$ cat src/rtl/nand_hecc_gen.sv
module nand_hecc_gen #(
  parameter int NREG = 16,
  parameter int RW   = 32
)(
  input  logic              clk,
  input  logic              rst_n,
  input  logic              cmd_en,
  input  logic              addr_en,
  input  logic              data_en,
  input  logic [15:0]       bus,
  input  logic              wide,
  input  logic [1:0]        page_sel,
  input  logic [1:0]        gran_sel,
  output logic [NREG*RW-1:0] parity,
  output logic              done,
  output logic              valid
);
  localparam int LB = 12;
  localparam int CB = LB + 1;

  typedef enum logic [1:0] {S_IDLE, S_ARM, S_RUN, S_DONE} st_t;

  st_t           st;
  logic [CB-1:0] cnt;
  logic [RW-1:0] acc;
  logic          wide_q;
  logic [1:0]    psel_q, gsel_q;
  logic [RW-1:0] bank [NREG];

  function automatic logic [RW-1:0] fold(logic [RW-1:0] a, logic [7:0] b,
                                         logic [LB-1:0] idx, logic [LB-1:0] m);
    logic [RW-1:0] r;
    logic p;
    r = a;
    p = ^b;
    for (int k = 0; k < LB; k++)
      if (m[k]) begin
        if (idx[k]) r[k] = r[k] ^ p;
        else        r[LB+k] = r[LB+k] ^ p;
      end
    r[31:24] = r[31:24] ^ b;
    return r;
  endfunction

  function automatic logic [RW-1:0] finish(logic [RW-1:0] a);
    logic [RW-1:0] r;
    logic [7:0] c;
    c = a[31:24];
    r = '0;
    r[23:0] = a[23:0];
    r[24] = ^(c & 8'hAA);
    r[25] = ^(c & 8'hCC);
    r[26] = ^(c & 8'hF0);
    r[27] = ^(c & 8'h55);
    r[28] = ^(c & 8'h33);
    r[29] = ^(c & 8'h0F);
    return r;
  endfunction

  logic [CB-1:0] main_sz, main_m1, cnt_n, cnt_hi;
  logic [LB-1:0] imask;
  logic [3:0]    sec;
  logic [RW-1:0] a1, a2;
  logic          good_cmd, sec_end, main_end;

  assign good_cmd = cmd_en && (bus[7:0] == 8'h00 || bus[7:0] == 8'h80);
  assign main_sz  = CB'(512) << psel_q;
  assign main_m1  = main_sz - CB'(1);
  assign imask    = (gsel_q == 2'd0) ? main_m1[LB-1:0] :
                    (gsel_q == 2'd1) ? LB'(255) : LB'(511);
  assign sec      = (gsel_q == 2'd0) ? 4'd0 :
                    (gsel_q == 2'd1) ? cnt[11:8] : {1'b0, cnt[11:9]};
  assign cnt_n    = cnt + (wide_q ? CB'(2) : CB'(1));
  assign cnt_hi   = cnt + CB'(1);
  assign a1       = fold(acc, bus[7:0], cnt[LB-1:0] & imask, imask);
  assign a2       = wide_q ? fold(a1, bus[15:8], cnt_hi[LB-1:0] & imask, imask) : a1;
  assign sec_end  = (cnt_n[LB-1:0] & imask) == '0;
  assign main_end = cnt_n == main_sz;

  for (genvar g = 0; g < NREG; g++) begin : g_out
    assign parity[g*RW +: RW] = bank[g];
  end

  always_ff @(posedge clk) begin
    if (!rst_n) begin
      st     <= S_IDLE;
      cnt    <= '0;
      acc    <= '0;
      done   <= 1'b0;
      valid  <= 1'b0;
      wide_q <= 1'b0;
      psel_q <= '0;
      gsel_q <= '0;
      for (int r = 0; r < NREG; r++) bank[r] <= '0;
    end else begin
      done <= 1'b0;
      if (good_cmd) begin
        st <= S_ARM;
      end else if (st == S_ARM && addr_en) begin
        st     <= S_RUN;
        cnt    <= '0;
        acc    <= '0;
        valid  <= 1'b0;
        wide_q <= wide;
        psel_q <= page_sel;
        gsel_q <= gran_sel;
        for (int r = 0; r < NREG; r++) bank[r] <= '0;
      end else if (st == S_RUN && data_en) begin
        cnt <= cnt_n;
        if (sec_end) begin
          bank[sec] <= finish(a2);
          acc       <= '0;
        end else begin
          acc <= a2;
        end
        if (main_end) begin
          st    <= S_DONE;
          valid <= 1'b1;
          done  <= 1'b1;
        end
      end
    end
  end
endmodule


$ cat config.mk
export PLATFORM = sky130hd
export DESIGN_NAME = nand_hecc_gen
export DESIGN_NICKNAME = d
export VERILOG_FILES = /design/src/rtl/nand_hecc_gen.sv
export SDC_FILE = /design/constraint.sdc
export NUM_CORES = 1
export LEC_CHECK = 0
export ABC_AREA = 1
export BUFFER_PORTS_ARGS = -buffer_cell sky130_fd_sc_hd__buf_2
export CAP_MARGIN = 20
export CORE_MARGIN = 4
export CORE_UTILIZATION = 27
export CTS_BUF_LIST = sky130_fd_sc_hd__clkbuf_2
export DETAILED_ROUTE_END_ITERATION = 8
export PLACE_DENSITY = 0.59
export SYNTH_ARGS = -nofsm -noshare
export SYNTH_HDL_FRONTEND = slang
export SYNTH_SLANG_ARGS = --single-unit
$ cat constraint.sdc
create_clock -name clk -period 3.73 [get_ports clk]
set_input_delay 0.373 -clock clk [delete_from_list [all_inputs] [get_ports clk]]
set_output_delay 0.373 -clock clk [all_outputs]
set_load 0.05 [all_outputs]
**After elaboration in Yosys (flattened, before gate mapping)**

Memory sizes are Yosys's and may differ from the RTL's.
Cells that the tools add are included.

- Bits in registers: 54
- Latch bits: 0
- Memory bits (writable): 480
- Bits in read-only memories: 0
- Word-level logic and storage cells: 263
- Memories kept: 1

Memories:

| name | depth | width | rd ports | clocked after memory_dff | write ports | line | RTL |
|---|---|---|---|---|---|---|---|
| bank | 16 | 30 | 16 | 0 | 16 | 28 | `logic [RW-1:0] bank [NREG];` |

- Add/sub/neg operators: 3
- $mul: 0
- Div/mod/pow operators: 0
- Magnitude comparators: 0
- Equal/unequal tests: 5
- Shift operators: 1
- Mux-type cells: 145
- Bitwise logic cells: 72
- Reductions and logical operators: 27

Operators by type and width:

| kind | count |
|---|---|
| 2-to-1 mux 30 bit | 17 |
| 2-to-1 mux 32 bit | 4 |
| 2-to-1 mux 1 bit | 113 |
| XOR reduction 8 bit | 8 |
| bitwise XOR 1 bit | 48 |
| bitwise AND 12 bit | 3 |
| OR reduction 30 bit | 1 |
| 2-to-1 mux 13 bit | 2 |
| OR 1 bit | 16 |
| bitwise XOR 8 bit | 2 |
| adder 13 x 2 -> 13 bit | 1 |
| equality test 13 bit | 1 |
| << shifter 10 x 2 -> 13 bit, first input constant | 1 |
| adder 12 x 1 -> 12 bit, second input constant | 1 |
| logical NOT 12 bit | 1 |
| 2-to-1 mux 12 bit | 1 |
| 2-to-1 mux 4 bit | 3 |
| subtractor 12 x 1 -> 12 bit, second input constant | 1 |
| 2-to-1 mux 9 bit | 1 |
| equality test 8 bit, second input constant | 1 |
| logical NOT 8 bit | 1 |
| 2-to-1 mux 2 bit | 4 |
| AND reduction 2 bit | 4 |
| nonzero test 3 bit | 2 |
| 10 further kinds | 16 |

**Depth between registers and ports, before layout**

Gate-level depths: netlist of the first run.

- Depth in word-level cells: 13
- Gate-level depth with buffers: 17
- Depth with buffers taken out: 16

**Least setup slack after synthesis of the first run**

OpenSTA, ideal clock, no wires.

- Kind: flip-flop to flip-flop
- Start point: register wide_q
- End point: memory bank[2][0] (netlist name), enable pin
- Data arrival time: 3,122 ps
- Data required time: 3,343 ps
- Path slack: 221 ps
- Stages on the path, launching flop included: 17
- Clock period less this slack: 3,509 ps
- Cell sequence: dfxtp_1 > buf_2 > inv_1 > ha_1 > fa_1 > nand3_2 > inv_2 > nand3_1 > nand2_1 > nand3_1 > nand2_1 > nor2_1 > nand3_2 > nor2_8 > nand3_1 > buf_2 > nand2_1

RTL lines:

| item | line | RTL |
|---|---|---|
| start: declaration | 26 | `logic wide_q;` |
| start signal: assignment | 104 | `wide_q <= wide;` |
| end: declaration | 28 |  |

**Worst setup path in the final report of the first run**

- Start point: register wide_q
- End point: register acc[29]

- Cells in the longest elaborated chain, start to end: 7
- Elaborated cells between the ends (all ways): 8
- Classes of those cells: add/sub: 1; mux: 5; bitwise: 1; reduce/logical: 1

Ends and longest elaborated chain:

| item | line | RTL |
|---|---|---|
| 2-to-1 mux 2 bit | 73 | `assign cnt_n = cnt + (wide_q ? CB'(2) : CB'(1));` |
| adder 13 x 2 -> 13 bit | 73 |  |
| bitwise AND 12 bit | 77 | `assign sec_end = (cnt_n[LB-1:0] & imask) == '0;` |
| logical NOT 12 bit | 77 |  |
| 2-to-1 mux 32 bit * | 110 | `if (sec_end) begin` |
| 2-to-1 mux 32 bit * | 108 | `end else if (st == S_RUN && data_en) begin` |
| 2-to-1 mux 32 bit * | 99 | `end else if (st == S_ARM && addr_en) begin` |
| end signal: assignment | 102 | `acc <= '0;` |
| end signal: assignment | 112 | `acc <= '0;` |
| end signal: assignment | 114 | `acc <= a2;` |
| end: declaration | 25 | `logic [RW-1:0] acc;` |

Mark *: on every way between the ends. The rest lies on a longest branch, timed or not. The select of a mux whose other input is x is not followed.
A chain may end at the register's enable or synchronous reset.

==> reports/results.txt, run 1 <==
Status - completed
Yosys cell types - 34
Sum of negative setup slack - 0 ns
CTS max path bufs - 3
Clock skew - 0.1051 ns
Fin crit period - 3.288 ns
Root Buffer - clkbuf_2
Post-synth ARST share - 0%
DRT iter0 DRCs - 1201
Final setup viols - 0
Core Util, Final - 34.64%
DRC violations left - 0
R2R Setup Slk - 0.44 ns
Final Slew Violations - 0
Synth top area cells - edfxtp_1 (67%), nor2_1 (9.5%), dfxtp_1 (5.0%)
Psw - 4241 µW
Vias - 16.27k
PostCTS Resize Cnt - 0
Worst Path Required - 4.77 ns
Flop pwr share - 52.3%
Hpwl dp - 51710 µm
Synth area leader - edfxtp_1
Metal2 WL - 37170 µm
Clock share of power - 31.4%
Setup CP Type - flip-flop to flip-flop
DR pass1 iterations - 5
Design Power - 12940 µW
CP Launch Point - wide_q$_SDFFE_PN0P_
Predominant post-synthesis flop cell - edfxtp_1
Initial antenna violation count - 5
# fillers - 7975
Met3 WL - 6289 µm
Number of buffers created by CTS - 141
PD cells - 472.8 mW/mm²
Startpoint Class - flip-flop
Worst slew pin tran - 0.8229 ns
Area growth syn-to-layout - 27.08%
Rows - 103
EDFF count, synth - 480
Die width - 290.4 µm
Static leakage - 0.01132 µW
DRT met1 WL - 30080 µm
NumNets Final - 2575
Synth Area per Inst - 11.51 µm²
Post-synthesis cell count - 1871
Core Region - 0.07900 mm²
Relative slew slack - 45.01%
Clock transition at the registers of the reported paths - 0.09 ns
Internal power - 8697 µW
Max Used Layer - met4
Layout cells sized above 1 - 31.80%
# hold bufs at CTS - 51
First-pass GRT wire length - 108100 µm
Sw Share - 32.78%
RSZ-0062 raised after global routing - false
Combinational Power Share - 16.4%
Final GP Congestion - 0.8534
Vert. Die Dim - 290.4 µm
Tcrit/Tclk final - 88.14%
Peak supply drop - 0.1845 mV
I/O pin cnt - 540
#FFs+latches synth - 534
Routed WL - 75540 µm
Post-route ant nets - 0
Post-synthesis sequential area ratio - 71.96%
DR vias/cell - 4.413
Synthesized cell area - 0.02153 mm²
Crit path capture type - flip-flop
Vias in the first global route - 15.93k
Critical Path AT - 4.33 ns
DIE AREA - 0.08434 mm²
GRT Resource Usage Total - 17.40%
Port Buf Inserts - 507
Hold Vio Cnt, Final - 0
Hold/Removal Path Class - primary input to flip-flop
Yosys top cell area share - 66.94%
CTS H-tree depth - 4
CTS Sinks - 534
Worst skew pair latency - 1.22 ns
Max cap viols - 0
Largest net degree at the start of global routing - 48
Post-CTS Setup Inserts - 0
Achievable Freq - 304.2 MHz
Starting density of the core - 27.26%
Routed WL per cell - 20.49 µm
Global route total overflow - 0
YS warnings - 0
Worst-path fanout max - 29
Launch point of the worst reg-to-reg path - wide_q$_SDFFE_PN0P_
Hold wc startpoint - bus[2]
CTS tree - built
-- Yosys cell counts, drive strengths merged (3+ instances only) --
cell,number
o22ai,3
nand4,29
nand3,70
edfxtp,480
a21oi,47
nor3,3
nor2,549
o21ai,23
ha,8
dfxtp,54
clkbuf,56
xnor2,26
inv,119
buf,85
xor2,35
nand2,267
nand3b,7
-- state kept, by name (all words and copies together) (netlist names) --
signal  flops
psel_q      2
valid       1
done        1
wide_q      1
acc        32
bank      480
st          2
gsel_q      2
cnt        13
-- final timing paths --
check                                             endpoint  cells past startpoint
worst max register to register        acc[29]$_SDFFE_PN0P_                     14
worst max-delay path                  acc[29]$_SDFFE_PN0P_                     14
worst min register to register          valid$_SDFFE_PN0P_                      2
worst min-delay path            bank[13][27]$_SDFFCE_PN0P_                      7
-- area by class of cell --
| cell class | count | area (µm²) | area share, % |
|---|---|---|---|
| flip-flops and latches | 534 | 15490 | 56.62 |
| multi-input cells | 1106 | 5024 | 18.36 |
| repair buffers | 636 | 3809 | 13.92 |
| well taps | 1050 | 1314 | 4.801 |
| clock buffers | 192 | 960.9 | 3.512 |
| inverters | 121 | 454.2 | 1.660 |
| clock inverters | 43 | 299.0 | 1.093 |
| diodes | 4 | 10.01 | 0.03658 |
-- metal layers --
layer,vias up,track usage (%)
li1,7537,-
met1,7746,21.25
met2,855,29.80
met3,128,4.730
met4,0,5.853
met5,-,0
-- cell usage in the layout (no fill, tap or decap), types with 21 or more instances in the layout --
cell type and n:
a21oi_1 47, buf_2 507, buf_4 64, clkbuf_2 192
clkinv_1 27, conb_1 32, dfxtp_1 54, dlygate4sd3_1 51
edfxtp_1 480, inv_1 114, nand2_1 253, nand3_1 58
nand4_1 29, nor2_1 543, o21ai_0 23, xnor2_1 21
xor2_1 35
-- stage by stage --
step	instances	instance area, µm²	hold WS [ns]	setup WS, ns
after global routing	3684	27360	0.1628	0.1960
after detailed placement	3396	25580	0.4440	0.5885
after CTS	3682	27360	0.07029	0.4785
after global placement	3396	25580	0.4406	0.6445
final	3686	27370	0.3096	0.4422
after floorplan	1902	21650	0.4441	0.2208
-- kinds of logic (layout without fill, tap and decap cells) --
| group | Yosys count | after routing | share of synthesized area, % |
|---|---|---|---|
| AND/OR/NAND/NOR | 926 | 926 | 17.48 |
| flip-flops | 534 | 534 | 71.96 |
| buffers and inverters | 262 | 992 | 5.601 |
| AO/OA/AOI/OAI | 78 | 78 | 1.900 |
| XOR/XNOR | 61 | 61 | 2.481 |
| adder cells (fa/ha/maj) | 9 | 9 | 0.5578 |
| other | 1 | 36 | 0.01742 |
-- critical path: stages (launching register included) --
cell and delay, ns:
dfxtp_1 0.33, buf_4 0.33, fa_1 0.47, inv_1 0.09, nand2_1 0.06, nor2_1 0.11, nand3_1 0.08, nor2_1 0.18
nand3_2 0.14, nor2_4 0.29, nor2_2 0.05, buf_4 0.25, nand2_1 0.11, a21oi_1 0.06, dlygate4sd3_1 0.59
-- power groups by stage --
stage                     logic (µW)  clock network (µW)  registers, µW
after floorplan                  536                   0           7670
after global placement          2100                   0           6900
after detailed placement        2100                   0           6900
after CTS                       2130                4240           6760
after global routing            2200                4570           6780
final                           2120                4060           6760
(Power assumes the default switching activity.)
==> run 2, diff against run 1 <==
CELL_PAD_IN_SITES_DETAIL_PLACEMENT = 1   (was not set)
CELL_PAD_IN_SITES_GLOBAL_PLACEMENT = 2   (was not set)
PLACE_DENSITY = 0.79   (was 0.59)
RECOVER_POWER = 50   (was not set)
==> run 2 against run 1 <==
Effect of this change:
- sequential share of layout area rose by 1.6 points
- count of clock-buffer cells in the layout fell by 1
- first-iteration DRC count rose by 6.5%
- non-clock buffer count rose by 4
- critical endpoint is now bank[5][10]$_SDFFCE_PN0P_
- register-to-register slack got worse by 0.15 ns
==> reports/results.txt, run 2 (synthesized netlist as in run 1, its figures left out) <==
Port Buf Inserts - 507 (unchanged)
Peak supply drop - 0.1787 mV (was 0.1845 mV)
Status - completed (unchanged)
Hold wc startpoint - bus[3] (was bus[2])
End of the worst hold path - cnt[1]$_SDFFE_PN0P_ (was bank[13][27]$_SDFFCE_PN0P_)
Largest net degree at the start of global routing - 47 (was 48)
DR pass1 iterations - 5 (unchanged)
Most common cell after layout, fill and taps aside - nor2_1 (unchanged)
Clock transition at the registers of the reported paths - 0.11 ns (was 0.09 ns)
Worst Path Required - 4.63 ns (was 4.77 ns)
Fin crit period - 3.439 ns (was 3.288 ns)
Tcrit/Tclk final - 92.21% (was 88.14%)
Hpwl dp - 61190 µm (was 51710 µm)
I/O pin cnt - 540 (unchanged)
Routed WL per cell - 23.61 µm (was 20.49 µm)
PostCTS Resize Cnt - 0 (unchanged)
Worst-path fanout max - 25 (was 29)
First-pass GRT wire length - 122200 µm (was 108100 µm)
Root Buffer - clkbuf_2 (unchanged)
DIE AREA - 0.08434 mm² (unchanged)
Global route total overflow - 0 (unchanged)
Layout cells sized above 1 - 13.28% (was 31.80%)
RSZ-0062 raised after global routing - false (unchanged)
Rows - 103 (unchanged)
Vias in the first global route - 17.58k (was 15.93k)
Final GP Congestion - 0.8279 (was 0.8534)
Crit path capture type - flip-flop (unchanged)
Biggest regs - bank x480, acc x32, cnt x13 (unchanged)
Number of buffers created by CTS - 137 (was 141)
Hold Path Stages - 9 (was 7)
CTS Sinks - 534 (unchanged)
R2R depth - 15 (was 14)
NumNets Final - 2575 (unchanged)
Die width - 290.4 µm (unchanged)
Worst R2R End - bank[5][10]$_SDFFCE_PN0P_ (was acc[29]$_SDFFE_PN0P_)
Worst slew pin tran - 0.9238 ns (was 0.8229 ns)
CTS tree - built (unchanged)
Min Hold Slack - 0.2242 ns (was 0.3096 ns)
Worst skew pair latency - 1.27 ns (was 1.22 ns)
Final setup viols - 0 (unchanged)
Hold/Removal Path Class - primary input to flip-flop (unchanged)
Static leakage - 0.009708 µW (was 0.01132 µW)
Critical Path AT - 4.34 ns (was 4.33 ns)
Core Util, Final - 33.69% (was 34.64%)
Final Slew Violations - 0 (unchanged)
Vias - 16.86k (was 16.27k)
Setup CP Type - flip-flop to flip-flop (unchanged)
GRT Resource Usage Total - 19.87% (was 17.40%)
CTS max path bufs - 3 (unchanged)
Area growth syn-to-layout - 23.59% (was 27.08%)
Sum of negative setup slack - 0 ns (unchanged)
Routed WL - 86740 µm (was 75540 µm)
DRT iter0 DRCs - 1279 (was 1201)
Max cap viols - 0 (unchanged)
Relative slew slack - 38.68% (was 45.01%)
Launch point of the worst reg-to-reg path - wide_q$_SDFFE_PN0P_ (unchanged)
PD cells - 480.5 mW/mm² (was 472.8 mW/mm²)
CTS H-tree depth - 4 (unchanged)
Achievable Freq - 290.7 MHz (was 304.2 MHz)
Startpoint Class - flip-flop (unchanged)
Core Region - 0.07900 mm² (unchanged)
Largest register FFs - 480 (unchanged)
Post-route ant nets - 0 (unchanged)
Vert. Die Dim - 290.4 µm (unchanged)
Initial antenna violation count - 4 (was 5)
DRC violations left - 0 (unchanged)
Dpl ws - 0.3816 ns (was 0.5885 ns)
# fillers - 9273 (was 7975)
Starting density of the core - 27.26% (unchanged)
R2R Setup Slk - 0.29 ns (was 0.44 ns)
Biggest register - bank (unchanged)
Most frequent cells in the layout - nor2_1 (543), clkbuf_1 (484), edfxtp_1 (480) (was nor2_1 (543), buf_2 (507), edfxtp_1 (480))
DR vias/cell - 4.588 (was 4.413)
Post-CTS Setup Inserts - 0 (unchanged)
Clock skew - 0.1141 ns (was 0.1051 ns)
Hold Vio Cnt, Final - 0 (unchanged)
Final worst setup slack - 0.2905 ns (was 0.4422 ns)
## run 2: cell types whose count changed in the layout (fill, tap and decap cells not counted), moves of 4 or more
| cell | previous run | this run |
|---|---|---|
| clkbuf_2 | 192 | 200 |
| clkinv_1 | 27 | 13 |
| buf_2 | 507 | 25 |
| buf_4 | 64 | 52 |
| clkbuf_4 | 0 | 4 |
| clkbuf_1 | 0 | 484 |
## run 2: repair_timing
item	in CTS	in global routing
hold endpoints to repair	84	0
hold buffers	52	0
endpoints found under the setup margin	0	0
## run 2: final cells by class
type	instances	area, µm²	area share, %
inverter	121	454.2	1.707
tap	1050	1314	4.937
antenna	3	7.507	0.02821
clock inverter	29	177.7	0.6676
clock buffer	191	955.9	3.592
timing repair buffer	640	3208	12.05
sequential	534	15490	58.22
multi-input combinational	1106	5001	18.79
## run 2: worst max-delay path by stage
stage	slack (ns)	start	end	cells after the start
global route	0.07	cnt[0]$_SDFFE_PN0P_	bank[12][4]$_SDFFCE_PN0P_	13
detailed placement	0.38	wide_q$_SDFFE_PN0P_	bank[5][9]$_SDFFCE_PN0P_	15
global placement	0.46	wide_q$_SDFFE_PN0P_	bank[5][24]$_SDFFCE_PN0P_	15
finish	0.29	wide_q$_SDFFE_PN0P_	bank[5][10]$_SDFFCE_PN0P_	15
floorplan	0.22	wide_q$_SDFFE_PN0P_	bank[2][0]$_SDFFCE_PN0P_	16
CTS	0.36	wide_q$_SDFFE_PN0P_	bank[5][10]$_SDFFCE_PN0P_	15
## run 2: worst max-delay path, stage by stage, from the launching register on
cell	delay (ns)
dfxtp_1	0.42
inv_1	0.11
ha_1	0.23
fa_1	0.43
nand3_2	0.13
inv_1	0.14
nand3_1	0.10
nand2_1	0.10
nand3_1	0.12
nand2_1	0.07
nor2_1	0.15
nand3_2	0.15
nor2_8	0.21
nand3_2	0.22
nand2_1	0.17
buf_4	0.32
## run 2: layer usage
metal  wire length (µm)  track usage [%]  share of wire (%)  vias to the layer above
met4               3655            8.384                4.2                        2
li1                   -                -                  -                     7513
met2              43010            34.69                 50                      771
met5                 13                0              0.015                        -
met3               6119            4.982                7.1                      162
met1              33940            23.27                 39                     8409
## run 2: metrics by stage
stage | cell area, µm² | std cells | total power [µW]
floorplan | 21650 | 1902 | 8205
global route | 26610 | 3673 | 13350
finish | 26610 | 3674 | 12790
global placement | 25650 | 3399 | 9107
CTS | 27300 | 3671 | 13050
detailed placement | 25650 | 3399 | 9131
## run 2: report_power, final
part	total, µW	switching [µW]	internal, µW
Clock	3840	2440	1400
Sequential	6790	95.7	6700
Combinational	2150	1820	330
==> run 3, diff against run 2 <==
GPL_TIMING_DRIVEN = 0   (was not set)
==> run 3 against run 2 <==
Effect of this change:
- global-route usage grew 0.91 points
- total power grew 4.1%
- critical path depth is the same
- non-clock buffer count grew 141
- via count grew 5.1%
- hold slack lost 0.0040 ns
- die area is the same
- fmax shrank 4.6%
- routed wire length grew 4.0%
- sequential cell count is the same
- critical path type is now primary input to flip-flop
- highest routed layer is now met4
==> reports/results.txt, run 3 (synthesized netlist as in run 1, its figures left out) <==
Global route total overflow - 0 (unchanged)
Core Region - 0.07900 mm² (unchanged)
Dpl ws - -1.129 ns (was 0.3816 ns)
Slowest-stage cell, CP - dlygate4sd3_1 (was fa_1)
DR vias/cell - 4.600 (was 4.588)
Hpwl dp - 63930 µm (was 61190 µm)
CP most frequent cell - nand2_1
Rows - 103 (unchanged)
Most frequent cells in the layout - nor2_1 (542), buf_2 (540), edfxtp_1 (480) (was nor2_1 (543), clkbuf_1 (484), edfxtp_1 (480))
Initial antenna violation count - 4 (unchanged)
Routed WL - 90200 µm (was 86740 µm)
Starting density of the core - 27.26% (unchanged)
Vias - 17.71k (was 16.86k)
CTS tree - built (unchanged)
Met3 Track Usage GR - 5.426% (was 4.982%)
Area growth syn-to-layout - 33.49% (was 23.59%)
Worst slew pin tran - 1.009 ns (was 0.9238 ns)
Largest net degree at the start of global routing - 31 (was 47)
Hold Vio Cnt, Final - 0 (unchanged)
Sum of negative setup slack - 0 ns (unchanged)
Post-route ant nets - 0 (unchanged)
Layout cells sized above 1 - 34.35% (was 13.28%)
Crit path capture type - flip-flop (unchanged)
CTS max path bufs - 3 (unchanged)
Biggest regs - bank x480, acc x32, cnt x13 (unchanged)
Clock skew - 0.09219 ns (was 0.1141 ns)
Setup CP Type - primary input to flip-flop (was flip-flop to flip-flop)
R2R depth - 15 (unchanged)
Vert. Die Dim - 290.4 µm (unchanged)
Hold wc startpoint - bus[6] (was bus[3])
Final Slew Violations - 0 (unchanged)
Number of buffers created by CTS - 146 (was 137)
Core Util, Final - 36.39% (was 33.69%)
Final setup viols - 0 (unchanged)
Vias in the first global route - 18.51k (was 17.58k)
DR pass1 iterations - 5 (unchanged)
End of the worst hold path - bank[5][27]$_SDFFCE_PN0P_ (was cnt[1]$_SDFFE_PN0P_)
PD cells - 463.0 mW/mm² (was 480.5 mW/mm²)
Delay-heaviest family, CP - buffers and inverters (was simple AND/OR/NAND/NOR gates)
GRT Max-Usage Layer - met2 (unchanged)
Clock transition at the registers of the reported paths - 0.10 ns (was 0.11 ns)
Achievable Freq - 277.3 MHz (was 290.7 MHz)
DIE AREA - 0.08434 mm² (unchanged)
Final worst setup slack - 0.1235 ns (was 0.2905 ns)
Biggest register - bank (unchanged)
Tcrit/Tclk final - 96.69% (was 92.21%)
Static leakage - 0.01199 µW (was 0.009708 µW)
NumNets Final - 2735 (was 2575)
Final GP Congestion - 0.8191 (was 0.8279)
Relative slew slack - 32.65% (was 38.68%)
Worst R2R End - bank[15][21]$_SDFFCE_PN0P_ (was bank[5][10]$_SDFFCE_PN0P_)
DRC violations left - 0 (unchanged)
Crit path largest cell delay - 0.59 ns (was 0.43 ns)
Launch point of the worst reg-to-reg path - wide_q$_SDFFE_PN0P_ (unchanged)
GRT Resource Usage Total - 20.78% (was 19.87%)
Routed WL per cell - 23.42 µm (was 23.61 µm)
Grt met2 use - 36.16% (was 34.69%)
Startpoint Class - primary input (was flip-flop)
Hold/Removal Path Class - primary input to flip-flop (unchanged)
DRT iter0 DRCs - 1215 (was 1279)
Fin cells - 3851 (was 3674)
CTS H-tree depth - 4 (unchanged)
Placed instance count - 3469 (was 3399)
Post-placement cell area - 0.02578 mm² (was 0.02565 mm²)
Most common cell after layout, fill and taps aside - nor2_1 (unchanged)
Post-route cell area - 0.02875 mm² (was 0.02661 mm²)
Hold Path Stages - 6 (was 9)
Crit-path cells - dlygate4sd3_1 -> buf_2 -> inv_1 -> ha_1 -> dlygate4sd3_1 -> xnor2_1 -> nand2_1 -> nand2_1 -> clkbuf_1 -> nand3_1 -> nand2_1 -> nand4_1 -> nand2_1 -> buf_2 -> nor2_1 (was inv_1 -> ha_1 -> fa_1 -> nand3_2 -> inv_1 -> nand3_1 -> nand2_1 -> nand3_1 -> nand2_1 -> nor2_1 -> nand3_2 -> nor2_8 -> nand3_2 -> nand2_1 -> buf_4)
Die width - 290.4 µm (unchanged)
Met1 usage - 23.89% (was 23.27%)
Largest register FFs - 480 (unchanged)
I/O pin cnt - 540 (unchanged)
Critical Path AT - 4.59 ns (was 4.34 ns)
Port Buf Inserts - 507 (unchanged)
CTS Sinks - 534 (unchanged)
First-pass GRT wire length - 127500 µm (was 122200 µm)
Root Buffer - clkbuf_2 (unchanged)
Buf/Inv on CP - 6 (was 3)
Max cap viols - 0 (unchanged)
Worst skew pair latency - 1.33 ns (was 1.27 ns)
Status - completed (unchanged)
Peak supply drop - 0.1495 mV (was 0.1787 mV)
R2R Setup Slk - 0.14 ns (was 0.29 ns)
Worst Path Required - 4.72 ns (was 4.63 ns)
Fin crit period - 3.607 ns (was 3.439 ns)
Worst-path fanout max - 10 (was 25)
[run 3: worst min-delay path, cell delays in order]
cell	delay, ns
buf_2	0.10
xnor2_1	0.12
xor2_1	0.15
xnor2_1	0.18
xnor2_2	0.33
nor2_1	0.17
[run 3: final cells by class]
cell class,count,area [µm²]
flip-flops and latches,534,15500
clock inverters,29,236.5
well taps,1050,1314
inverters,121,457.9
clock buffers,211,1056
fillers,9032,50250
diodes,9,22.52
multi-input cells,1116,5280
repair buffers,642,4083
plain buffers,139,797.0
[run 3: worst max path at each step]
stage                              startpoint                    endpoint  slack (ns)  cells past startpoint
after floorplan           wide_q$_SDFFE_PN0P_    bank[2][0]$_SDFFCE_PN0P_        0.22                     16
after global placement    wide_q$_SDFFE_PN0P_  bank[15][29]$_SDFFCE_PN0P_       -1.51                     14
after detailed placement  wide_q$_SDFFE_PN0P_   bank[9][29]$_SDFFCE_PN0P_       -1.13                     14
after CTS                 wide_q$_SDFFE_PN0P_   bank[6][12]$_SDFFCE_PN0P_       -0.02                     19
after global routing      wide_q$_SDFFE_PN0P_    bank[6][2]$_SDFFCE_PN0P_       -0.07                     19
final                                  bus[0]  bank[15][23]$_SDFFCE_PN0P_        0.12                     15
[run 3: what timing repair did]
| action | in CTS | in global routing |
|---|---|---|
| pin swaps | 6 | 7 |
| buffers inserted | 50 | 11 |
| hold buffers | 63 | 0 |
| gates resized for setup | 48 | 24 |
| endpoints found under the setup margin | 727 | 418 |
| hold endpoints to repair | 209 | 0 |
| cloned | 9 | 2 |
[run 3: through the flow]
| stage | power, µW | hold WS [ns] |
|---|---|---|
| after global placement | 9008 | 0.4529 |
| final | 13310 | 0.2202 |
| after floorplan | 8205 | 0.4441 |
| after detailed placement | 9071 | 0.4587 |
| after CTS | 13470 | 0.002497 |
| after global routing | 13870 | 0.08686 |
[run 3: power breakdown]
part	internal, µW	switching [µW]	total, µW
registers	6690	75.2	6770
clock network	1680	2590	4270
logic	415	1860	2270
[run 3: routing by layer]
layer,wire length (µm),share of wire (%)
met3,6384,7.1
met1,34240,38
met2,45280,50
met4,4299,4.8
met5,0,0
